<file path="src/rtl/wst_pkg.sv">
package wst_pkg;
    localparam int COST_W = 5;

    typedef logic [COST_W-1:0] cost_t;

    typedef enum logic [1:0] {
        RG_PERIPH = 2'b00,
        RG_ROM    = 2'b01,
        RG_RAM    = 2'b10
    } region_e;

    typedef struct packed {
        cost_t win0_n;
        cost_t win0_s;
        cost_t win1_n;
        cost_t win1_s;
        cost_t rom_n;
        cost_t rom_s;
    } cost_set_t;

    // two-bit selector to nonsequential cycle count
    function automatic cost_t nseq_lut(input logic [1:0] sel);
        cost_t r;
        unique case (sel)
            2'd0: r = cost_t'(10);
            2'd1: r = cost_t'(8);
            2'd2: r = cost_t'(6);
            default: r = cost_t'(18);
        endcase
        return r;
    endfunction
endpackage

</file>
<file path="src/rtl/wst_cfg_reg.sv">
module wst_cfg_reg
    import wst_pkg::*;
#(
    parameter int CFG_W       = 8,
    parameter int ROM_SEQ_CYC = 6
) (
    input  logic             clk,
    input  logic             rst_n,
    input  logic             we,
    input  logic [CFG_W-1:0] wdata,
    output cost_set_t        costs
);
    logic [CFG_W-1:0] cfg_q;

    always_ff @(posedge clk or negedge rst_n) begin
        if (!rst_n)  cfg_q <= '0;
        else if (we) cfg_q <= wdata;
    end

    always_comb begin
        costs.win0_n = nseq_lut(cfg_q[1:0]);
        costs.win0_s = cfg_q[2] ? cost_t'(4) : cost_t'(6);
        costs.win1_n = nseq_lut(cfg_q[4:3]);
        costs.win1_s = cfg_q[5] ? cost_t'(4) : cost_t'(10);
        costs.rom_n  = nseq_lut(cfg_q[7:6]);
        costs.rom_s  = cost_t'(ROM_SEQ_CYC);
    end


    cfg_hold_chk: assert property (@(posedge clk) disable iff (!rst_n)
        !we |=> $stable(cfg_q));
endmodule

</file>
<file path="src/rtl/wst_classify.sv">
module wst_classify
    import wst_pkg::*;
#(
    parameter int ADDR_W    = 28,
    parameter int WIN_BIT   = 15,
    parameter int BLOCK_BIT = 17
) (
    input  logic              clk,
    input  logic              rst_n,
    input  logic [ADDR_W-1:0] addr,
    input  logic              burst,
    input  cost_set_t         costs,
    output cost_t             cost,
    output logic              seq
);
    region_e region;
    logic    block_end;
    logic    unused_addr;

    assign unused_addr = ^addr;

    always_comb begin
        unique case (addr[ADDR_W-1:ADDR_W-2])
            2'b00:   region = RG_PERIPH;
            2'b01:   region = RG_ROM;
            default: region = RG_RAM;
        endcase
    end

    assign block_end = &addr[BLOCK_BIT-1:1];

    always_comb begin
        seq  = 1'b0;
        cost = costs.rom_n;
        unique case (region)
            RG_PERIPH: begin
                seq = burst;
                if (addr[WIN_BIT]) cost = burst ? costs.win1_s : costs.win1_n;
                else               cost = burst ? costs.win0_s : costs.win0_n;
            end
            RG_ROM: begin
                seq  = burst && !block_end;
                cost = seq ? costs.rom_s : costs.rom_n;
            end
            default: begin
                seq  = 1'b0;
                cost = costs.rom_n;
            end
        endcase
    end


    ram_nseq_chk: assert property (@(posedge clk) disable iff (!rst_n)
        (region == RG_RAM) |-> (!seq && cost == costs.rom_n));

    block_edge_chk: assert property (@(posedge clk) disable iff (!rst_n)
        (region == RG_ROM && block_end) |-> !seq);

    burst_off_chk: assert property (@(posedge clk) disable iff (!rst_n)
        !burst |-> !seq);
endmodule

</file>
<file path="src/rtl/wst_countdown.sv">
module wst_countdown
    import wst_pkg::*;
(
    input  logic  clk,
    input  logic  rst_n,
    input  logic  req,
    input  cost_t cost_in,
    output logic  ready,
    output cost_t cost_o
);
    typedef enum logic {ST_IDLE, ST_WAIT} st_e;

    st_e   st_q, st_d;
    cost_t cnt_q, cnt_d;
    cost_t cost_q, cost_d;
    logic  accept;

    // output process
    always_comb begin
        ready  = (st_q == ST_WAIT) && (cnt_q == '0);
        cost_o = cost_q;
        accept = req && ((st_q == ST_IDLE) || ready);
    end

    // next-state process
    always_comb begin
        st_d   = st_q;
        cnt_d  = cnt_q;
        cost_d = cost_q;
        unique case (st_q)
            ST_IDLE: begin
                if (accept) begin
                    st_d   = ST_WAIT;
                    cnt_d  = cost_in - cost_t'(2);
                    cost_d = cost_in;
                end
            end
            ST_WAIT: begin
                if (ready) begin
                    if (accept) begin
                        cnt_d  = cost_in - cost_t'(2);
                        cost_d = cost_in;
                    end else begin
                        st_d = ST_IDLE;
                    end
                end else begin
                    cnt_d = cnt_q - cost_t'(1);
                end
            end
            default: st_d = ST_IDLE;
        endcase
    end

    // state register
    always_ff @(posedge clk or negedge rst_n) begin
        if (!rst_n) begin
            st_q   <= ST_IDLE;
            cnt_q  <= '0;
            cost_q <= '0;
        end else begin
            st_q   <= st_d;
            cnt_q  <= cnt_d;
            cost_q <= cost_d;
        end
    end


    ready_pulse_chk: assert property (@(posedge clk) disable iff (!rst_n)
        ready |=> !ready);

    count_step_chk: assert property (@(posedge clk) disable iff (!rst_n)
        (st_q == ST_WAIT && !ready) |=> (st_q == ST_WAIT && cnt_q == $past(cnt_q) - cost_t'(1)));

    busy_hold_chk: assert property (@(posedge clk) disable iff (!rst_n)
        (st_q == ST_WAIT && !ready) |=> $stable(cost_q));

    cost_floor_chk: assert property (@(posedge clk) disable iff (!rst_n)
        accept |-> (cost_in >= cost_t'(4)));
endmodule

</file>
<file path="src/rtl/waitstate_timer.sv">
module waitstate_timer
    import wst_pkg::*;
#(
    parameter int ADDR_W      = 28,
    parameter int CFG_W       = 8,
    parameter int ROM_SEQ_CYC = 6,
    parameter int WIN_BIT     = 15,
    parameter int BLOCK_BIT   = 17
) (
    input  logic              clk,
    input  logic              rst_n,
    input  logic              cfg_we,
    input  logic [CFG_W-1:0]  cfg_wdata,
    input  logic              req,
    input  logic [ADDR_W-1:0] addr,
    input  logic              dma_burst,
    output logic              ready,
    output logic [4:0]        cost
);
    cost_set_t costs;
    cost_t     acc_cost;
    cost_t     done_cost;
    logic      acc_seq;

    wst_cfg_reg #(.CFG_W(CFG_W), .ROM_SEQ_CYC(ROM_SEQ_CYC)) u_cfg (
        .clk(clk), .rst_n(rst_n), .we(cfg_we), .wdata(cfg_wdata), .costs(costs)
    );

    wst_classify #(.ADDR_W(ADDR_W), .WIN_BIT(WIN_BIT), .BLOCK_BIT(BLOCK_BIT)) u_cls (
        .clk(clk), .rst_n(rst_n), .addr(addr), .burst(dma_burst),
        .costs(costs), .cost(acc_cost), .seq(acc_seq)
    );

    wst_countdown u_cnt (
        .clk(clk), .rst_n(rst_n), .req(req), .cost_in(acc_cost),
        .ready(ready), .cost_o(done_cost)
    );

    assign cost = done_cost;


    seq_cost_chk: assert property (@(posedge clk) disable iff (!rst_n)
        (acc_seq && addr[ADDR_W-1:ADDR_W-2] == 2'b00) |-> (acc_cost <= cost_t'(10)));
endmodule

</file>
<file path="config.mk">
export PLATFORM = sky130hd
export DESIGN_NAME = waitstate_timer
export DESIGN_NICKNAME = d
export VERILOG_FILES = /design/src/rtl/wst_pkg.sv /design/src/rtl/wst_cfg_reg.sv /design/src/rtl/wst_classify.sv /design/src/rtl/wst_countdown.sv /design/src/rtl/waitstate_timer.sv
export SDC_FILE = /design/constraint.sdc
export NUM_CORES = 1
export LEC_CHECK = 0
export BUFFER_PORTS_ARGS = -buffer_cell sky130_fd_sc_hd__buf_2
export CAP_MARGIN = 20
export CORE_AREA = 5 5 57 59
export DETAILED_ROUTE_END_ITERATION = 10
export DIE_AREA = 0 0 62 64
export GPL_ROUTABILITY_DRIVEN = 1
export PLACE_DENSITY = 0.68
export SYNTH_ARGS = -nofsm -noshare
export SYNTH_HDL_FRONTEND = slang
export SYNTH_SLANG_ARGS = --single-unit
export TNS_END_PERCENT = 5
</file>
<file path="constraint.sdc">
create_clock -name clk -period 3.5 [get_ports clk]
set_clock_uncertainty 0.05 [all_clocks]
set_input_delay 0.175 -clock clk [delete_from_list [all_inputs] [get_ports clk]]
set_output_delay 0.175 -clock clk [all_outputs]
set_load 0.02 [all_outputs]
</file>
---- Word level (Yosys, flattened, before mapping) ----
Index checks and enable logic that the tools add are counted.
word-level totals
  output and inout bits ................... 6
  flip-flop bits (word level) ............. 19
  logic and storage cells ................. 48
cells by class
  equality and inequality tests ........... 9
  bitwise gates (word level) .............. 1
  mux-type cells .......................... 20
  reductions and logical operators ........ 12
  add/subtract/negate cells ............... 2
operators by type and width
  operator               number
  $pmux W5 S3            3
  $mux W5                8
  $pmux W5 S2            3
  $reduce_and A16 Y1     1
  $eq A2 B1 Y1 const B   5
  $logic_not A2 Y1       5
  $eq A2 B2 Y1 const B   3
  $logic_not A5 Y1       1
  $sub A5 B1 Y5 const B  1
  $sub A5 B2 Y5 const B  1
  $mux W4                1
  $pmux W2 S2            1
  $logic_and A1 B1 Y1    3
  $mux W1                2
  $mux W2                1
  $ne A2 B2 Y1 const B   1
  $pmux W1 S2            1
  $logic_not A1 Y1       1
  $logic_or A1 B1 Y1     1
  $not A1 Y1             1

---- Logic depth before layout (Yosys ltp) ----
Gate-level depths: netlist of the first run.
  depth in word-level cells ............... 9
  mapped depth ............................ 10

---- Modules after synthesis ----
Synthesis of the first run repeated with hierarchy kept, for this count alone.
unflattened totals
  cells, all modules ...................... 140
  area, all modules ....................... 1520.2 um2
modules (own cells, without submodules)
  module         seq. area each (um2)  times used  cells each  area each (um2)
  wst_countdown  275.3                 1           54          625.6
  wst_cfg_reg    200.2                 1           49          534.3
  wst_classify   0.0                   1           37          360.3

---- Worst setup path before layout of the first run ----
No wires, ideal clock.
  kind .................................... flip-flop to flip-flop
  from .................................... reg u_cnt.cnt_q[0]
  to ...................................... reg u_cnt.cnt_q[3]
  arrival ................................. 1726 ps
  setup slack ............................. 1586 ps
  stages on the path, launching flop included .. 9
  period minus slack after synthesis ...... 1914 ps
  library setup time ...................... 138 ps
  buffers on the path ..................... 1
  cell sequence ........................... dfrtp_1 -> inv_1 -> ha_1 -> or4b_1 -> buf_2 -> a21oi_1 -> nand2_1 -> o221ai_1 -> a31oi_1
between the ends
  cells in the longest elaborated chain, start to end .. 7
  elaborated cells on any way between the ends .. 8
RTL lines
  item                                                                   line                 text
  start, declared                                                        wst_countdown.sv:14  cost_t cnt_q, cnt_d;
  start signal, assigned                                                 wst_countdown.sv:62  cnt_q <= cnt_d;
  parallel branches: the longest is 6 deep, another holds $sub A5 B1 Y5  n/a
  $pmux W5 S2 *                                                          wst_countdown.sv:30  unique case (st_q)
  net u_cnt.cnt_d[3]                                                     wst_countdown.sv:14
Mark *: on every way through the listed nets, which the timed path passes.
A chain may end at the register's enable or synchronous reset.

---- Worst setup path in the final report of the first run ----
  from .................................... reg u_cfg.cfg_q[3]
  to ...................................... reg u_cnt.cnt_q[3]
between the ends
  cells in the longest elaborated chain, start to end .. 9
  elaborated cells on any way between the ends .. 11
RTL lines
  item                                        line                                      text
  start, declared                             wst_cfg_reg.sv:13                         logic [CFG_W-1:0] cfg_q;
  start signal, assigned                      wst_cfg_reg.sv:17                         else if (we) cfg_q <= wdata;
  $eq A2 B2 Y1, or another cell as far along  wst_pkg.sv:24                             unique case (sel)
  $pmux W5 S3 *                               wst_pkg.sv:24
  $mux W5 * (2 in a row)                      wst_classify.sv:38                        if (addr[WIN_BIT]) cost = burst ? costs.win1_s : costs.win1_n;
  $pmux W5 S2 *                               wst_classify.sv:35                        unique case (region)
  $sub A5 B2 Y5 *                             wst_countdown.sv:34, wst_countdown.sv:41
  $mux W5 *                                   wst_countdown.sv:32, wst_countdown.sv:40
  $mux W5                                     wst_countdown.sv:39                       if (ready) begin
  $pmux W5 S2 *                               wst_countdown.sv:30
  net u_cnt.cnt_d[3]                          wst_countdown.sv:14
The timed path passes the listed nets; every way through them passes the cells marked *.

==> impl_metrics.toml, run 1 <==
[sta]
hold_viol = 0
tightest_slew_ns = 0.552
finalCritPeriodShare_pct = 60.7
period_minus_slack_ns = 2.12
setup_viol = 0
slew_violations = 0
rsz0062_at_grt = "no"
relSlewSlack_pct = 62.7
tns_ns = 0
hold_ws_ns = 0.0375
max_freq_ghz = 0.471

[logic_synthesis]
netlist_instances = 111
synth_area_um2 = 1030
yosys_warnings = 0
syn-num-nets = 154
synth.avg_cell_area_um2 = 9.32
synth_most_common_cell = "dfrtp_1"
ys_top_cells_by_area = "dfrtp_1 44%, mux2_2 7.6%, o21ai_0 5.8%, nand2_1 4.7%, nand4_1 3.6%"
netlist.top_cell.by_area = "dfrtp_1"
yosysTopAreaCellShare_pct = 43.5
yosysUniqueCellTypes = 36
synth_enable_flop_cells = 0
synth-seq-cells = 18
synthArstFlopShare_pct = 100
synthTopCellsByCount = "18 x dfrtp_1, 13 x nand2_1, 12 x o21ai_0"
ys.flop_type = "dfrtp_1"
ys_seq_area_share_pct = 43.5

[worst_setup_path]
path_cells = "inv_1 -> o311ai_0 -> nand2_1 -> o21ai_0 -> ha_1 -> a211oi_1 -> nand4_1 -> o221ai_1 -> a31oi_1"
worstSetupStartpoint = "u_cfg.cfg_q[3]"
crit_required_ns = 3.67
setup.worst_path.start_class = "register"
crit_slowest_cell = "dfrtp_1"
worst_setup_path_end_kind = "register"
r2r_start = "u_cfg.cfg_q[3]"
path_class = "reg2reg"
cp.arrival_ns = 2.30
slowest_delay_ns = 0.41
worstPathMaxFanout = 4

[final_layout]
nets = 189
multiInputGateArea_um2 = 518
stdcell_count = 176
design_area_um2 = 1260
fillers = 265
drive_gt1_share_pct = 33.8
syn2layout_area_growth_pct = 21.6
seqCellArea_um2 = 450
diodes = 0

[power]
power_frac_clock_pct = 16.9
p_leak_nw = 0.594
swShare_pct = 36.6
p_switching_mw = 0.273
ir_drop_mv = 0.332
seqPwrFrac_pct = 43.1
comb_power_share_pct = 40.0
p_per_area_nw_per_um2 = 591
p_int_mw = 0.471

[cts]
clkTransAtPathRegs_ns = 0.10
cts_buffer_depth = 2
cts_tree = "built"
cts-root-buf = "clkbuf_4"
worstSkewPairLatency_ns = 0.29
numCtsBuffers = 3
h-tree-depth = 1
cts.sinks = 18
post_cts_buffers = 0

[drt]
drcViolationCount = 0
vias = 926
routed_wl_um = 2230
dr_wl_met2_um = 1140
dr.max_layer_used = "met4"
drt-vias-per-instance = 5.26
drt_iter0_drc = 53
wl_per_cell_um = 12.7
dr.pass1.iters = 4
wl_met1_um = 928
wl_met3_um = 152
ant_nets = 0

[placement]
hpwl_um = 1880
portBuffers = 35
dp_cells = 171
place_area_um2 = 1210
gp_congestion = 0.756

[die]
fp.dieW_um = 62
ios = 47
die_area_um2 = 3970
initial_core_util_pct = 38.9
chipHeight_um = 64
core_um2 = 2660
rows = 19

[outcome]
status = "finished clean"

[global_routing]
antenna_found_initial = 0
first_global_vias = 913
gr-usage-all-layers_pct = 11.9
grt_max_degree = 19
grt_first_pass_wirelength_um = 3670
grt_overflow = 0

[min_path]
hold_start = "cfg_wdata[0]"
holdCritPathClass = "in2reg"

[flow_run]
maxCapViolCount = 0
placed cells by master, fill, tap and decap left out, types with 2 or more instances in the layout:
cell	instances
mux2_2	7
nand4_1	6
dfrtp_1	18
nand2b_1	2
o21ai_0	12
ha_1	2
nor2_1	3
inv_1	8
o221ai_1	2
buf_2	35
or4b_1	2
nand2_1	13
a21oi_1	6
nor3_1	3
a211oi_1	3
clkbuf_4	3
cell type report:
type	instances	area share (%)
multi-input combinational	79	41.2
clock buffer	4	2.88
sequential	18	35.8
tap	31	3.08
timing repair buffer	36	14.7
inverter	8	2.39
metal layers:
layer,up-vias,GRT usage [%]
li1,470,-
met1,427,14.3
met2,27,20.1
met3,2,4.23
met4,0,2.39
met5,-,0
power groups by stage:
stage / clock network [mW] / registers, mW / logic [mW]
final: 0.125 / 0.321 / 0.298
after global routing: 0.138 / 0.333 / 0.337
after CTS: 0.130 / 0.322 / 0.302
after detailed placement: 0 / 0.326 / 0.298
after global placement: 0 / 0.323 / 0.286
after floorplan: 0 / 0.340 / 0.199
stage by stage:
stage          total power [mW]  worst slack [ns]  utilization, %
2_1_floorplan             0.539              1.59               -
3_3_place_gp              0.609              1.25            45.5
3_5_place_dp              0.625              1.20            45.5
4_1_cts                   0.753              1.36            47.3
5_1_grt                   0.809              1.20            47.3
6_report                  0.744              1.38            47.3
sequential cells by signal, indices dropped and copies added (netlist names):
signal	cells
u_cfg.cfg_q	8
u_cnt.cnt_q	5
u_cnt.cost_o	4
u_cnt.st_q	1
worst paths after layout:
check / to / slack [ns] / cells after the start
min reg2reg: u_cnt.cost_o[4] / 0.44 / 2
max: u_cnt.cnt_q[3] / 1.38 / 9
min in group asynchronous: u_cnt.st_q / 0.28 / 2
min: u_cfg.cfg_q[0] / 0.04 / 3
max in group asynchronous: u_cfg.cfg_q[6] / 2.84 / 2
max reg2reg: u_cnt.cnt_q[3] / 1.38 / 9
logic make-up after synthesis:
family / count (synthesis) / share of synthesized area, %
muxes: 7 / 7.62
adders and majority gates: 2 / 2.42
buffers and inverters: 14 / 6.41
other: 1 / 0.362
and+or+nand+nor: 38 / 20.2
DFF: 18 / 43.5
AOI/OAI and AO/OA: 31 / 19.5
critical path, delay by kind of cell (launching register included):
family          cells  cell delay [ns]
compound gates      5             1.07
fa+ha+maj           1             0.27
buf+inv             1             0.06
flops               1             0.41
simple gates        2             0.21
repair_timing:
action                                 4_1_cts  5_1_grt
hold buffers                                 1        0
endpoints found under the hold margin       18        0
gates resized for setup                      0        0
(Power assumes the default switching activity.)
==> inputs of run 2 (changes only) <==
==> constraint.sdc (replaced) <==
create_clock -name clk -period 2.2 [get_ports clk]
set_clock_uncertainty 0.05 [all_clocks]
set_input_delay 0.11 -clock clk [delete_from_list [all_inputs] [get_ports clk]]
set_output_delay 0.11 -clock clk [all_outputs]
set_load 0.02 [all_outputs]
==> run 2 against run 1 <==
  * Cell count grew 6.3%
  * Register-to-register slack lost 1.3 ns
  * Cell area grew 7.7%
  * Clock-buffer cell count shrank 1
  * Total power grew 56%
  * Global-route usage grew 0.83 points
  * Largest cell class unchanged
==> impl_metrics.toml, run 2 (same netlist as run 1, synthesis figures left out) <==
[outcome]
status = "finished clean"

[sta]
setup_ws_ns = 0.123
slew_violations = 0
rsz0062_at_grt = "yes"
setup_viol = 0
finalCritPeriodShare_pct = 94.4
period_minus_slack_ns = 2.08
hold_viol = 0
hold_ws_ns = 0.0427
max_freq_ghz = 0.481

[cts]
cts_buffer_depth = 2
cts_tree = "built"
numCtsBuffers = 3
cts_resized = 0
cts.sinks = 18
clkTransAtPathRegs_ns = 0.10
post_cts_buffers = 0
cts-root-buf = "clkbuf_4"
h-tree-depth = 1
worstSkewPairLatency_ns = 0.29

[final_layout]
drive_gt1_share_pct = 33.3
largest_register_ffs = 8
most-common-layout-cells = "35 x buf_2, 18 x dfrtp_1, 13 x nand2_1"
diodes = 0
stdcell_count = 187
syn2layout_area_growth_pct = 31.0
final_common_cell = "buf_2"
largest_register = "u_cfg.cfg_q"
nets = 201

[die]
die_area_um2 = 3970
ios = 47
chipHeight_um = 64
initial_core_util_pct = 38.9
fp.dieW_um = 62
core_um2 = 2660
rows = 19

[placement]
gp_congestion = 0.762
pre_cts_slack_ns = 0.0357
portBuffers = 35
dp_cells = 175

[power]
p_leak_nw = 0.641
p_per_area_nw_per_um2 = 855
ir_drop_mv = 0.470
power_mw = 1.16

[worst_setup_path]
crit_required_ns = 2.33
cp_top_family = "simple AND/OR/NAND/NOR gates"
worst_setup_path_end_kind = "register"
slowest_delay_ns = 0.55
worstPathMaxFanout = 6
critPathBufInv = 1
path_class = "reg2reg"
path_cells = "inv_1 -> ha_1 -> or4b_1 -> a211oi_1 -> nand4_1 -> o221ai_1 -> a31oi_1"
setup.worst_path.start_class = "register"
cp_num_cells = 7
cp.arrival_ns = 2.20
r2r_cells = 7
crit_slowest_cell = "or4b_1"

[drt]
routed_wl_um = 2330
ant_nets = 0
wl_per_cell_um = 12.5
drt-vias-per-instance = 5.20
dr.pass1.iters = 4
drt_iter0_drc = 35
vias = 973
drcViolationCount = 0

[global_routing]
gr-usage-all-layers_pct = 12.7
grt_first_pass_wirelength_um = 4000
grt_max_degree = 19
grt_overflow = 0
antenna_found_initial = 0
first_global_vias = 1030

[flow_run]
maxCapViolCount = 0

[min_path]
holdCritPathClass = "in2reg"
min_path_cells = 3
## run 2: path summary, 6_finish.rpt
kind / startpoint / endpoint / slack, ns
max: u_cnt.cnt_q[0] / u_cnt.cnt_q[3] / 0.12
min: req / u_cnt.st_q / 0.04
max reg2reg: u_cnt.cnt_q[0] / u_cnt.cnt_q[3] / 0.12
min reg2reg: u_cnt.cost_o[4] / u_cnt.cost_o[4] / 0.44
max in group asynchronous: rst_n / u_cfg.cfg_q[6] / 1.60
min in group asynchronous: rst_n / u_cnt.cnt_q[3] / 0.22
## run 2: power by group
group | switching [mW] | internal [mW]
registers | 0.0773 | 0.434
logic | 0.255 | 0.231
clock network | 0.0959 | 0.0636
## run 2: through the flow
stage / util, % / instance area, µm² / TNS [ns]
CTS: 50.5 / 1350 / 0
global placement: 46.7 / 1240 / 0
finish: 50.9 / 1360 / 0
floorplan: - / 1030 / 0
detailed placement: 46.7 / 1240 / 0
global route: 50.9 / 1360 / -0.0248
## run 2: layer usage
layer,track usage (%),share of wire (%)
met3,3.42,6.1
met2,21.8,52
met1,14.9,42
met5,0,0
met4,4.24,0.56
## run 2: worst min-delay path: stages
cell	delay, ns
buf_2	0.11
a21oi_1	0.08
inv_1	0.06
## run 2: final cells by class
| cell class | count | area, µm² |
|---|---|---|
| clock buffer | 3 | 22.5 |
| fill | 262 | 1310 |
| multi-input combinational | 79 | 518 |
| timing repair buffer | 48 | 295 |
| sequential | 18 | 450 |
| inverter | 8 | 30.0 |
| tap | 31 | 38.8 |
## run 2: repair_timing
item                                   4_1_cts  5_1_grt
endpoints found under the hold margin       25        1
setup endpoints to repair                    0        2
hold buffers                                 8        1
==> inputs of run 3 (changes only) <==
--- a/config.mk
+++ b/config.mk
@@ -5,13 +5,14 @@
 export SDC_FILE = /design/constraint.sdc
 export NUM_CORES = 1
 export LEC_CHECK = 0
+export ABC_AREA = 1
 export BUFFER_PORTS_ARGS = -buffer_cell sky130_fd_sc_hd__buf_2
 export CAP_MARGIN = 20
-export CORE_AREA = 5 5 57 59
+export CORE_AREA = 5 5 59 61
 export DETAILED_ROUTE_END_ITERATION = 10
-export DIE_AREA = 0 0 62 64
+export DIE_AREA = 0 0 64 66
 export GPL_ROUTABILITY_DRIVEN = 1
-export PLACE_DENSITY = 0.68
+export PLACE_DENSITY = 0.66
 export SYNTH_ARGS = -nofsm -noshare
 export SYNTH_HDL_FRONTEND = slang
 export SYNTH_SLANG_ARGS = --single-unit
==> constraint.sdc (replaced) <==
create_clock -name clk -period 2.2 [get_ports clk]
set_clock_uncertainty 0.05 [all_clocks]
set_input_delay 0 -clock clk [delete_from_list [all_inputs] [get_ports clk]]
set_output_delay 0 -clock clk [all_outputs]
set_load 0.02 [all_outputs]
==> run 3 against run 2 <==
  * Largest power group is now combinational cells
  * Largest cell class unchanged
  * Critical path type unchanged
  * Global-route usage fell by 0.74 points
  * Synthesized area rose by 4.7%
  * Sequential power fell by 4.9%
  * Via count rose by 12%
  * Critical path depth rose by 6
  * First-iteration DRC count fell by 11%
  * Non-clock buffer count fell by 2
  * Setup slack improved by 0.36 ns
  * Clock-buffer cell count rose by 1
==> impl_metrics.toml, run 3 <==
[drt]
wl_per_cell_um = 10.5
drcViolationCount = 0
routed_wl_um = 2400
ant_nets = 0
dr.pass1.iters = 4
drt_iter0_drc = 31
drt-vias-per-instance = 4.78
vias = 1094

[power]
p_int_mw = 0.747
power_frac_clock_pct = 16.6
swShare_pct = 38.7
p_per_area_nw_per_um2 = 856
p_leak_nw = 0.770
p_switching_mw = 0.472
comb_power_share_pct = 43.4
seqPwrFrac_pct = 39.9
power_mw = 1.22
ir_drop_mv = 0.519

[die]
die_area_um2 = 4220
rows = 20
fp.dieW_um = 64
initial_core_util_pct = 37.0
core_um2 = 2930
ios = 47
chipHeight_um = 66

[logic_synthesis]
synth_area_um2 = 1080
synthTopCellsByCount = "46 x nand2_1, 21 x inv_1, 18 x dfrtp_1"
synth.avg_cell_area_um2 = 7.27
synthAdderAreaFrac_pct = 2.31
synth-compound-area-share_pct = 13.5
synth-xor-area-share_pct = 0.808
synth_top_family_by_area = "simple AND/OR/NAND/NOR gates"
netlist_instances = 149
ys_top_cells_by_area = "dfrtp_1 42%, nand2_1 16%, inv_1 7.3%, o21ai_0 6.5%, nand3_1 6.0%"
yosysTopAreaCellShare_pct = 41.6
yosys_warnings = 0
ys_seq_area_share_pct = 41.6
synthArstFlopShare_pct = 100
synth_most_common_cell = "nand2_1"
synth-simple-area-share_pct = 28.6
yosysUniqueCellTypes = 25
syn-num-nets = 192
muxShareOfSynthArea_pct = 3.12
synth_enable_flop_cells = 0
synth-seq-cells = 18
ys.flop_type = "dfrtp_1"
netlist.top_cell.by_area = "dfrtp_1"

[global_routing]
grt_max_degree = 19
first_global_vias = 1041
gr-usage-all-layers_pct = 12.0
antenna_found_initial = 0
grt_first_pass_wirelength_um = 4140
grt_overflow = 0

[final_layout]
nets = 240
final_common_cell = "nand2_1"
finalCoreUtilization_pct = 48.6
largest_register_ffs = 8
most-common-layout-cells = "46 x nand2_1, 35 x buf_2, 21 x inv_1"
syn2layout_area_growth_pct = 31.4
largest_register = "u_cfg.cfg_q"
diodes = 0
fillers = 328
drive_gt1_share_pct = 25.5

[cts]
cts.sinks = 18
cts_tree = "built"
cts_buffer_depth = 2
cts-root-buf = "clkbuf_4"
numCtsBuffers = 3
clkTransAtPathRegs_ns = 0.10
cts_resized = 0
worstSkewPairLatency_ns = 0.29
post_cts_buffers = 0
h-tree-depth = 1

[min_path]
holdCritPathClass = "in2reg"
hold_start = "cfg_we"

[worst_setup_path]
crit_required_ns = 2.34
worstSetupStartpoint = "u_cfg.cfg_q[5]"
worst_setup_path_end_kind = "register"
slowest_delay_ns = 0.39
setup.worst_path.start_class = "register"
cp.arrival_ns = 1.86
path_class = "reg2reg"
worstPathMaxFanout = 3
critPathMostFrequentCell = "nand2_1"
r2r_start = "u_cfg.cfg_q[5]"
path_cells = "nand2_1 -> inv_1 -> o21ai_0 -> nand3_1 -> nand2_1 -> a21oi_2 -> ha_1 -> inv_1 -> o21ai_2 -> o21ai_1 -> inv_1 -> nand2_1 -> nand2_1"
crit_slowest_cell = "dfrtp_1"

[placement]
gp_congestion = 0.768
portBuffers = 35
pre_cts_slack_ns = 0.474
hpwl_um = 1920

[sta]
hold_viol = 0
finalCritPeriodShare_pct = 78.2
setup_viol = 0
tns_ns = 0
max_freq_ghz = 0.581
period_minus_slack_ns = 1.72
setup_ws_ns = 0.480
slew_violations = 0
rsz0062_at_grt = "no"

[outcome]
status = "finished clean"

[flow_run]
maxCapViolCount = 0
run 3: cell count changes after synthesis, sizes merged, moves of 4 or more:
cell and delta:
a211oi -4, inv +14, mux2 -4, nand2 +35, nand3 +13, nand4 -6
nor2 +7, o21ai +5
run 3: timing repair:
action | 4_1_cts | 5_1_grt
hold endpoints to repair | 27 | 0
endpoints found under the setup margin | 0 | 0
hold buffers | 11 | 0
run 3: path summary, 6_finish.rpt:
kind | end | slack (ns) | cells after the start
max reg2reg | u_cnt.cnt_q[3] | 0.48 | 13
min reg2reg | u_cnt.cost_o[4] | 0.43 | 2
max | u_cnt.cnt_q[3] | 0.48 | 13
min in group asynchronous | u_cnt.st_q | 0.10 | 2
min | u_cfg.cfg_q[2] | 0.003 | 3
max in group asynchronous | u_cfg.cfg_q[1] | 1.71 | 2
run 3: worst max-delay path: cells and delay by family (launching register included):
| kind | cells | cell delay [ns] |
|---|---|---|
| compound gates | 4 | 0.40 |
| buf+inv | 3 | 0.18 |
| simple gates | 5 | 0.41 |
| fa+ha+maj | 1 | 0.20 |
| flops | 1 | 0.39 |
run 3: power groups by stage:
stage / sequential, mW / clock (mW) / combinational [mW]
2_1_floorplan: 0.529 / 0 / 0.351
3_3_place_gp: 0.492 / 0 / 0.509
3_5_place_dp: 0.496 / 0 / 0.522
4_1_cts: 0.488 / 0.216 / 0.540
5_1_grt: 0.500 / 0.234 / 0.605
6_report: 0.487 / 0.203 / 0.529
run 3: cell type report:
cell class	count	area, µm²	area share, %
multi-input cells	106	528	37.1
flip-flops and latches	18	450	31.6
repair buffers	46	285	20.0
inverters	22	82.6	5.80
well taps	33	41.3	2.90
clock buffers	4	36.3	2.55
run 3: cells by family (layout without fill, tap and decap cells):
group | Yosys count | in the layout
compound gates | 26 | 26
xor+xnor | 1 | 1
fa+ha+maj | 2 | 2
buf+inv | 25 | 72
flops | 18 | 18
mux | 3 | 3
other cells | 1 | 1
simple gates | 73 | 73
run 3: metal layers:
metal | global-route usage [%] | share of wire [%]
met3 | 2.89 | 7.2
met1 | 13.9 | 42
met4 | 2.34 | 0.42
met5 | 0 | 0
met2 | 22.2 | 50
run 3: stage by stage:
step | std cells | instance area (µm²) | hold slack, ns
global placement | 214 | 1280 | -0.0929
finish | 229 | 1420 | 0.00314
CTS | 229 | 1420 | 0.000604
floorplan | 149 | 1080 | -0.346
global route | 229 | 1420 | 0.00902
detailed placement | 214 | 1280 | -0.0935
